--- config.mk ---
export PLATFORM = sky130hd
export DESIGN_NAME = flash_cmd_decoder
export DESIGN_NICKNAME = d
export VERILOG_FILES = /design/src/rtl/flash_cmd_decoder.sv
export SDC_FILE = /design/constraint.sdc
export NUM_CORES = 1
export LEC_CHECK = 0
export CAP_MARGIN = 20
export CORE_MARGIN = 2
export CORE_UTILIZATION = 46
export DETAILED_ROUTE_END_ITERATION = 8
export PLACE_DENSITY = 0.77
export REMOVE_ABC_BUFFERS = 1
export SLEW_MARGIN = 20
export SYNTH_ARGS = -nofsm -noshare
export SYNTH_HDL_FRONTEND = slang
export SYNTH_SLANG_ARGS = --single-unit
--- constraint.sdc ---
create_clock -name clk -period 2.5 [get_ports clk]
set_clock_uncertainty 0.2 [all_clocks]
set_input_delay 0.5 -clock clk [delete_from_list [all_inputs] [get_ports clk]]
set_output_delay 0.5 -clock clk [all_outputs]
set_load 0.03 [all_outputs]
--- src/rtl/flash_cmd_decoder.sv ---
module flash_cmd_decoder #(
  parameter int AW = 21,
  parameter int DW = 16
) (
  input  logic          clk,
  input  logic          rst_n,
  input  logic          wr_en,
  input  logic          rd_en,
  input  logic [AW-1:0] addr,
  input  logic [DW-1:0] wdata,
  input  logic          byte_mode,
  output logic          cmd_valid,
  output logic          cmd_err,
  output logic [7:0]    cmd_op,
  output logic [AW-1:0] cmd_addr,
  output logic [DW-1:0] cmd_data,
  output logic [2:0]    rb_mode,
  output logic          busy
);
  typedef enum logic [2:0] {S_IDLE, S_RD, S_WR, S_CONF, S_RB, S_P2, S_P3} st_t;
  st_t st;
  logic [7:0] op, first;
  logic       bm, hi_first;
  wire  [7:0] lo = wdata[7:0];

  assign busy = (st != S_IDLE);

  always_ff @(posedge clk) begin
    if (!rst_n) begin
      st <= S_IDLE; op <= '0; first <= '0; bm <= 1'b0; hi_first <= 1'b0;
      cmd_valid <= 1'b0; cmd_err <= 1'b0; cmd_op <= '0; cmd_addr <= '0;
      cmd_data <= '0; rb_mode <= 3'd1;
    end else begin
      cmd_valid <= 1'b0;
      cmd_err   <= 1'b0;
      if (wr_en && lo == 8'h80) begin
        cmd_valid <= 1'b1; cmd_op <= 8'h80; cmd_addr <= addr; cmd_data <= '0;
        st <= S_IDLE;
      end else begin
        unique case (st)
          S_IDLE: if (wr_en) begin
            op <= lo;
            bm <= byte_mode;
            case (lo)
              8'h72, 8'hF0: begin
                cmd_valid <= 1'b1; cmd_op <= lo; cmd_addr <= addr; cmd_data <= '0;
              end
              8'h71, 8'h75:                st <= S_RD;
              8'h74:                       st <= S_WR;
              8'h77, 8'h97, 8'h99, 8'hA7:  st <= S_CONF;
              8'h96:                       st <= S_RB;
              8'h0C, 8'hE0:                st <= S_P2;
              8'hFB: if (byte_mode)        st <= S_P2;
              default: ;
            endcase
          end
          S_RD: if (wr_en) begin
            cmd_err <= 1'b1; st <= S_IDLE;
          end else if (rd_en) begin
            cmd_valid <= 1'b1; cmd_op <= op; cmd_addr <= addr; cmd_data <= '0;
            st <= S_IDLE;
          end
          S_WR: if (wr_en) begin
            cmd_valid <= 1'b1; cmd_op <= op; cmd_addr <= addr; cmd_data <= wdata;
            st <= S_IDLE;
          end
          S_CONF: if (wr_en) begin
            if (lo == 8'hD0) begin
              cmd_valid <= 1'b1; cmd_op <= op; cmd_addr <= addr; cmd_data <= '0;
            end else cmd_err <= 1'b1;
            st <= S_IDLE;
          end
          S_RB: if (wr_en) begin
            if (lo >= 8'h01 && lo <= 8'h05) begin
              rb_mode <= lo[2:0];
              cmd_valid <= 1'b1; cmd_op <= op; cmd_addr <= addr; cmd_data <= DW'(lo);
            end else cmd_err <= 1'b1;
            st <= S_IDLE;
          end
          S_P2: if (wr_en) begin
            first    <= lo;
            hi_first <= bm && (op != 8'hE0) && addr[0];
            st       <= S_P3;
          end
          S_P3: if (wr_en) begin
            cmd_valid <= 1'b1; cmd_op <= op; cmd_addr <= addr;
            cmd_data  <= hi_first ? DW'({first, lo}) : DW'({lo, first});
            st        <= S_IDLE;
          end
          default: st <= S_IDLE;
        endcase
      end
    end
  end
endmodule


==> results by group <==
Setup path
  – R2r setup slk: 100 ps
  – CP startpoint kind: primary input
  – Critical Path RT: 2540 ps
  – Worst R2R End: cmd_op[4]
  – Worst setup path endpoint: cmd_op[4]
  – Worst-path fanout max: 7
  – Critical setup path kind: primary input to register
  – Worst EP arrival: 2670 ps
  – Crit. End Element: register
  – Worst r2r src: st[1]
  – Critical Path Start: wdata[5]
  – R2R cell count: 11

Cells and area
  – Area Growth Syn to Fin: 45.7%
  – Fin cells: 738
  – N_diodes: 0
  – Share of layout cells above drive strength 1: 23.8%
  – Final instance area: 0.00612 mm^2
  – Fill count: 675
  – Fin nets: 668

Power and ir drop
  – Static leakage: 2.28 nW
  – Pwr Density: 394 mW/mm^2
  – Max VDD drop: 223 uV

Outcome
  – Failing checks: setup timing
  – Status: finished, violations left

Route
  – Drt total wl: 13000 um
  – Iter 0 DRT Violations: 235
  – Remaining DRCs: 0
  – DR vias: 4371
  – WL/cell: 17.6 um
  – Detailed-router iteration count before antenna repair: 4
  – Vias per cell: 5.92
  – Final ANT Viol Nets: 0

Logic synthesis
  – Post-synth EDFFs: 0
  – Synthesized area: 0.00420 mm^2
  – Yosys reg bits: 71
  – Post-synth top flop: dfxtp_1
  – Syn Area/Cell: 8.39 um^2
  – Synth unique cells: 56
  – Yosys warns: 0
  – Synth top area cells: dfxtp_1, mux2i_1, o211ai_2
  – Register area share after synthesis: 33.8%
  – Post-Synthesis Cells: 501
  – Post-synth ARST share: 0%
  – Yosys top cell by area: dfxtp_1
  – Top cell type's share of synthesized area: 33.8%

Global routing
  – Met3 usage: 5.83%
  – M2 GR Usage: 42.0%
  – Total GRT Usage: 25.2%
  – Remaining Overflow, GRT: 0
  – Largest net degree at the start of global routing: 41
  – Antenna violations before repair: 0
  – GRT met1 Usage: 32.1%
  – Layer with the highest usage: met2
  – Number of global-route vias before repair: 4358
  – First-pass GRT wire length: 20500 um

Clock tree
  – Sink Count: 71
  – CTS tree: yes
  – Clock tree buffer depth: 2
  – Clock Latency Late Sink: 350 ps
  – Hold-fix buffers at CTS: 0
  – Max H-tree Level: 3
  – Root Driver: clkbuf_8
  – Total CTS buffers: 9
  – Clk slew on worst S/H paths: 80 ps

Timing
  – Fin Setup TNS: -2150 ps
  – Setup-failing EPs final: 44
  – Max Slew Vio Count: 0
  – Max_slew headroom: 60.6%
  – Tcrit/Tclk final: 105%
  – Worst Tran Pin Value: 583 ps
  – Minimum clock period: 2630 ps
  – FMAX: 0.380 GHz
  – Fin. Hold Viols: 0
  – RSZ-0062 raised after global routing: true
  – Setup WS post-layout: -129 ps

Place
  – Placed Area: 0.00554 mm^2
  – GP Congestion: 0.870
  – Cell total after placement: 705
  – I/O Buffers: 92
  – Estimated wirelength of the detail-placed design: 8320 um

Floorplanning
  – Rows: 34
  – IO Count: 93
  – Die Ht: 99.6 um
  – Core area: 0.00881 mm^2
  – Chip width: 99.6 um
  – Die area: 0.00992 mm^2
  – Starting Density: 47.7%

Worst hold path
  – Hold WC Path Type: register to register

Run
  – Max-Cap Viols: 0
## cells in the final DEF (no fill, tap or decap), drive strengths merged, types with 2 or more instances in the layout
cell type,instances
clkdlybuf4s50,83
buf,76
dfxtp,71
nor2,52
nand2,44
nand3,38
mux2i,29
a21oi,26
o211ai,23
o2111ai,22
o31a,21
clkbuf,16
a211oi,15
nor2b,13
a21boi,10
o21ai,10
nand3b,9
inv,8
a22oi,6
nand2b,4
dlygate4sd2,4
nor3,4
or4,4
nor3b,3
clkinv,3
or2,3
nor4,2
and4,2
and2,2
or4bb,2
o2bb2ai,2
nand4b,2
o22ai,2
## report_power, final
| part | switching [mW] | total [mW] | internal (mW) |
|---|---|---|---|
| sequential | 0.0174 | 1.17 | 1.15 |
| combinational | 0.224 | 0.425 | 0.201 |
| clock | 0.440 | 0.817 | 0.377 |
| total | 0.682 | 2.41 | 1.73 |
## timing repair
action	in CTS	in global routing
buffers inserted	5	8
gates resized for setup	25	39
gates cloned	3	3
setup endpoints to repair	54	44
pin swaps	5	57
## through the flow
| stage | utilization (%) | hold slack, ps | total power, mW | worst slack (ps) |
|---|---|---|---|---|
| floorplan | - | 244 | 1.35 | -2070 |
| global route | 69.5 | 305 | 2.50 | -180 |
| finish | 69.5 | 287 | 2.41 | -129 |
| global placement | 62.9 | 257 | 1.58 | -614 |
| detailed placement | 62.9 | 272 | 1.59 | -667 |
| CTS | 66.6 | 290 | 2.40 | -13.3 |
## cell type report
type / count / area [um^2] / area share [%]
well taps: 108 / 135 / 2.21
inverters: 8 / 30.0 / 0.490
flip-flops and latches: 71 / 1420 / 23.2
clock buffers: 11 / 141 / 2.31
clock inverters: 4 / 22.5 / 0.368
repair buffers: 168 / 1730 / 28.3
multi-input cells: 368 / 2640 / 43.1
## layer usage
layer,routed length (um),vias up
met5,0,-
met4,114,0
met3,854,12
met2,6360,144
met1,5680,2099
li1,-,2116
## worst min path at each step
stage | from | endpoint | slack, ps | depth (start not counted)
5_1_grt | rb_mode[0] | rb_mode[0] | 300 | 2
4_1_cts | op[2] | op[2] | 290 | 2
3_5_place_dp | rb_mode[0] | rb_mode[0] | 270 | 2
6_report | op[2] | op[2] | 290 | 2
3_3_place_gp | bm | bm | 260 | 2
2_1_floorplan | bm | bm | 240 | 2
## sequential cells by signal (all words and copies together), names as in the netlist
signal,count
rb_mode,3
st,3
cmd_addr,21
bm,1
op,8
hi_first,1
cmd_op,8
first,8
cmd_valid,1
cmd_data,16
cmd_err,1
## synth_stat cells, types with 4 or more instances
cell type and instances:
o2111ai_1 22, a21boi_0 10, o211ai_2 19, inv_1 8
dfxtp_1 71, o31a_1 21, a211oi_2 10, a21oi_1 26
o211ai_1 4, a211oi_1 5, nand3_1 38, nand3b_1 9
nand2_1 44, buf_2 6, a22oi_1 6, o21ai_0 10
nor2_1 52, nor2b_1 13, nand2b_1 4, clkbuf_1 41
mux2i_1 29
## cells by family (layout without fill, tap and decap cells)
family | after synthesis | count (layout) | synth area share, %
flops | 71 | 71 | 33.8
buf+inv | 62 | 191 | 6.25
mux | 29 | 29 | 6.91
xor+xnor | 1 | 1 | 0.208
compound gates | 149 | 149 | 30.3
simple gates | 189 | 189 | 22.5
## worst max-delay path, cell delays in order
cell and delay, ps:
buf_6 100, or4_4 540, a2111oi_4 360, o32ai_4 170, buf_6 160, nor3_4 200
buf_12 150, buf_6 90, buf_12 110, buf_12 130, buf_6 90, a211oi_2 50
(Power assumes the default switching activity.)
